[config.mk]
export PLATFORM = sky130hd
export DESIGN_NAME = oneshot_timer
export DESIGN_NICKNAME = d
export VERILOG_FILES = /design/src/rtl/oneshot_pkg.sv /design/src/rtl/dwell_counter.sv /design/src/rtl/fall_detect.sv /design/src/rtl/oneshot_timer.sv
export SDC_FILE = /design/constraint.sdc
export NUM_CORES = 1
export LEC_CHECK = 0
export ABC_CLOCK_PERIOD_IN_PS = 2650
export CORE_ASPECT_RATIO = 0.75
export CORE_UTILIZATION = 57
export CTS_BUF_LIST = sky130_fd_sc_hd__clkbuf_2
export DETAILED_ROUTE_END_ITERATION = 16
export PLACE_DENSITY = 0.86
export RECOVER_POWER = 50
export SYNTH_ARGS = -nofsm -noshare
export SYNTH_HDL_FRONTEND = slang
export SYNTH_SLANG_ARGS = --single-unit
[constraint.sdc]
create_clock -name clk -period 2.65 [get_ports clk]
set_input_delay 0.53 -clock clk [delete_from_list [all_inputs] [get_ports clk]]
set_output_delay 0.53 -clock clk [all_outputs]
set_load 0.01 [all_outputs]
[src/rtl/oneshot_pkg.sv]
package oneshot_pkg;

    // Two-stage history of the watched level: s1 is one cycle old, s2 two.
    typedef struct packed {
        logic s1;
        logic s2;
    } fall_pipe_t;

endpackage

[src/rtl/dwell_counter.sv]
module dwell_counter #(
    parameter int WIDTH = 16
) (
    input  logic             clk,
    input  logic             rst,
    input  logic             start,
    input  logic [WIDTH-1:0] duration,
    output logic             level
);

    localparam logic [WIDTH-1:0] ZERO = '0;
    localparam logic [WIDTH-1:0] ONE  = {{(WIDTH-1){1'b0}}, 1'b1};

    typedef struct packed {
        logic [WIDTH-1:0] cnt;
    } cnt_state_t;

    cnt_state_t state_d, state_q;
    logic       idle;

    assign idle = (state_q.cnt == ZERO);

    always_comb begin
        state_d = state_q;
        if (idle) begin
            if (start) begin
                state_d.cnt = duration;
            end
        end else begin
            state_d.cnt = state_q.cnt - ONE;
        end
    end

    always_ff @(posedge clk) begin
        if (rst) begin
            state_q <= '0;
        end else begin
            state_q <= state_d;
        end
    end

    assign level = !idle;

endmodule

[src/rtl/fall_detect.sv]
module fall_detect
    import oneshot_pkg::*;
(
    input  logic clk,
    input  logic rst,
    input  logic sig,
    output logic pulse
);

    fall_pipe_t pipe_d, pipe_q;

    always_comb begin
        pipe_d    = pipe_q;
        pipe_d.s1 = sig;
        pipe_d.s2 = pipe_q.s1;
    end

    always_ff @(posedge clk) begin
        if (rst) begin
            pipe_q <= '0;
        end else begin
            pipe_q <= pipe_d;
        end
    end

    assign pulse = pipe_q.s2 & ~pipe_q.s1;

endmodule

[src/rtl/oneshot_timer.sv]
module oneshot_timer #(
    parameter int WIDTH = 16
) (
    input  logic             clk,
    input  logic             rst,
    input  logic             start,
    input  logic [WIDTH-1:0] duration,
    output logic             level,
    output logic             done
);

    logic level_int;

    dwell_counter #(.WIDTH(WIDTH)) cnt_i (
        .clk      (clk),
        .rst      (rst),
        .start    (start),
        .duration (duration),
        .level    (level_int)
    );

    fall_detect edge_i (
        .clk   (clk),
        .rst   (rst),
        .sig   (level_int),
        .pulse (done)
    );

    assign level = level_int;

endmodule

# --- After elaboration in Yosys (flattened, before gate mapping) ---
# Cells that the tools add are included.
op_classes:
  n_addsub: 1
  eq_ne: 1
  mux: 2
  n_bitwise: 2
  reduce_logical: 2
op_table:
  columns: ["cell", "count"]
  rows:
  - ["$mux W16", 2]
  - ["$logic_not A16 Y1", 1]
  - ["$sub A16 B1 Y16 const B", 1]
  - ["$ne A2 B2 Y1 const B", 1]
  - ["$and A1 B1 Y1", 1]
  - ["$logic_not A1 Y1", 1]
  - ["$not A1 Y1", 1]
word_totals:
  reg_bits: 18
  output_inout_bits: 2
  elab_cells: 11

# --- Longest topological paths before layout ---
logic_depth:
  word_depth: 2
  mapped_depth: 9

# --- By module ---
# Synthesis repeated with hierarchy kept, for this count alone.
unflattened:
  hier_cells: 119
  hier_area_um2: 1113.6
modules_own_cells:
  columns: ["module", "n_inst", "cells_per_inst", "area_per_inst_um2", "seq_area_each_um2"]
  rows:
  - ["dwell_counter", 1, 114, 1052.3, 320.3]
  - ["fall_detect", 1, 5, 61.3, 40.0]

# --- Least setup slack after synthesis ---
# OpenSTA, ideal clock, no wires.
synth_timing:
  kind: "reg-to-output"
  from: "reg cnt_i.state_q[0] (netlist name)"
  to: "out level"
  arrival_time_ns: 1.324
  t_required_ns: 2.120
  path_slack_ns: 0.796
  path_stages_with_launch: 8
  path_cell_list: "dfxtp_1 -> inv_1 -> ha_1 -> nor4b_2 -> and4_1 -> buf_4 -> inv_2 -> buf_6"
synth_via:
  elab_chain_cells: 2
synth_rtl:
  columns: ["element", "line_no", "rtl"]
  rows:
  - ["start, declared", "dwell_counter.sv:18", "cnt_state_t state_d, state_q;"]
  - ["start signal, assigned", "dwell_counter.sv:38", "state_q <= state_d;"]
  - ["$logic_not A16 Y1", "dwell_counter.sv:21", "assign idle = (state_q.cnt == ZERO);"]
  - ["$logic_not A1 Y1", "dwell_counter.sv:42", "assign level = !idle;"]
  - ["end, declared", "oneshot_timer.sv:8", "output logic level,"]
# Every way passes these cells.

# --- Worst setup path after layout ---
# Same ends and word-level chain as after synthesis.

==> results.toml <==
[clock_network]
clk-insertion-delay-late_ps = 310
clk_pin_slew_ps = 160
clk_path_buf_depth = 2
root_buffer = "clkbuf_2"
numCtsBuffers = 3
h-tree-depth = 1
numClockSinks = 18
cts_hold_buf = 0
cts_tree = "built"

[grt]
grt_overflow_total = 0
antenna_found_initial = 0
grt_pass1_wl_um = 3950
grt_pass1_vias = 878
grt_usage = 0.274
grt_max_degree = 19

[sta]
skew_ps = 9.31
tightest_slew_ps = 801
fmax_mhz = 393
slew_viol_final = 0
slew_headroom = 0.466
layout_worst_path_cycle_share = 0.961
setup_ws_ps = 103
min_period_ps = 2550
finalHoldViolCount = 0
finalSetupViolations = 0

[floorplanning]
fp.coreArea_mm2 = 0.00176
die_area_mm2 = 0.00207
io_pins = 21
initial_core_util = 0.613
fp.dieW_um = 52.2
die_h_um = 39.6
num_rows = 13

[critical_path]
cp-start-kind = "flip-flop"
crit_fanout = 11
r2r_slack_ps = 380
arrival_ps = 2020
path_class = "flip-flop to output port"
cp-end-kind = "output port"
cp.required_ps = 2120

[routing]
dr.pass1.iters = 4
ant_nets = 0
drc = 0
avgRoutedWirePerCell_um = 15.0
first_iter_violations = 49
wl_um = 2460
vias = 1038
routed_via_density = 6.33

[synth]
yosys.area.top_type = "dfxtp_1"
async_reset_ff_frac = 0
synth_ff_type = "dfxtp_1"
ys_ff_latch = 18
syn_nets = 144
synthCells = 123
ys_types = 46
avgSynthCellArea_um2 = 8.75
yosysSeqAreaShare = 0.335
syn_area_mm2 = 0.00108
synth_most_common_cell = "dfxtp_1"
synth_top_area_frac = 0.335
synth_edf_count = 0
synth.top_cells.by_count = "dfxtp_1 (18), nand2_1 (12), nand3_1 (9), a31oi_1 (7), nor2_1 (6)"
synth_area_leaders = "dfxtp_1 (33%), nand3_1 (4.2%), nand2_1 (4.2%)"
synth_warnings = 0

[cells_and_area]
area_growth_pct = 21.5
antennaDiodeCount = 0
drive_gt1_frac = 0.127
nets = 165

[power]
power_frac_comb = 0.569
peakVddDrop_mv = 0.693
total_power_mw = 1.43
p_leak_nw = 0.496
power_switching_uw = 648
power_frac_clock = 0.080
swShare = 0.452
power.density_mw_per_mm2 = 1100
seqPwrFrac = 0.351
p_int_uw = 786

[place]
pre_cts_ws_ps = 330
portBuffers = 20
hpwl_um = 1740
place_congestion = 0.879

[job]
max_cap_violations = 0

[worst_hold_path]
hold_class = "flip-flop to flip-flop"

[outcome]
outcome = "completed"
[final cells by class]
type,instances,area [um^2]
clock buffers,3,15.0
flip-flops and latches,18,362
multi-input cells,93,663
repair buffers,23,219
fillers,134,449
well taps,22,27.5
inverters,5,21.3
[placed cells by master (no fill, tap or decap), types with 3 or more instances in the layout]
cell type	synthesis	layout
nor3_1	4	4
nor2b_1	3	3
or4_1	3	3
or3_1	3	3
inv_1	4	4
a21oi_1	5	5
a31oi_1	7	7
clkdlybuf4s50_1	0	18
dfxtp_1	18	17
a21o_1	3	3
o31ai_1	3	3
nor2_1	6	6
nand3_1	9	9
nand2_1	12	12
clkbuf_2	0	3
[flip-flops by register name, summed over array words and instances, names as in the netlist]
name / count
cnt_i.state_q: 16
edge_i.pipe_d: 1
edge_i.pipe_q: 1
[worst max-delay path, stage by stage (launching register included)]
cell and delay (ps):
dfxtp_2 370, inv_1 80, ha_1 170, nor4b_4 250
and4_4 290, inv_4 70, clkdlybuf4s50_1 480
[repair_timing]
item                                    4_1_cts  5_1_grt
endpoints found under the hold margin         0        0
setup buffers                                 0        1
gates resized for setup                       2        3
endpoints found under the setup margin        1        1
[logic make-up after synthesis]
| group | synth area share |
|---|---|
| and+or+nand+nor | 0.316 |
| muxes | 0.00930 |
| DFF | 0.335 |
| AOI/OAI and AO/OA | 0.233 |
| buffers and inverters | 0.0593 |
| adders and majority gates | 0.0233 |
| xor gates and xnor gates | 0.0244 |
[per-stage QoR]
stage | setup TNS (ps) | cell area [um^2] | hold WS [ps] | utilization | cells
floorplan | 0 | 1080 | 439 | - | 123
global route | -11.4 | 1310 | 504 | 0.744 | 164
finish | 0 | 1310 | 472 | 0.744 | 164
detailed placement | 0 | 1270 | 476 | 0.725 | 160
CTS | 0 | 1300 | 493 | 0.740 | 163
global placement | 0 | 1270 | 460 | 0.725 | 160
[power groups by stage]
stage / Clock [mW] / Sequential [mW] / Combinational (mW)
after detailed placement: 0 / 0.499 / 0.763
after floorplan: 0 / 0.473 / 0.627
after CTS: 0.117 / 0.499 / 0.784
final: 0.115 / 0.503 / 0.815
after global routing: 0.128 / 0.516 / 0.904
after global placement: 0 / 0.493 / 0.740
[final timing paths]
| path | from | end | depth (start not counted) |
|---|---|---|---|
| setup / recovery | cnt_i.state_q[0] | level | 6 |
| hold / removal | cnt_i.state_q[0] | cnt_i.state_q[0] | 1 |
| setup reg to reg | cnt_i.state_q[0] | cnt_i.state_q[0] | 7 |
| hold reg to reg | cnt_i.state_q[0] | cnt_i.state_q[0] | 1 |
[routing by layer]
| metal | wire (um) | global-route usage |
|---|---|---|
| met1 | 1140 | 0.359 |
| met2 | 1150 | 0.455 |
| met3 | 161 | 0.0698 |
| met4 | 20 | 0.0658 |
| met5 | 0 | 0 |
(Power assumes the default switching activity.)
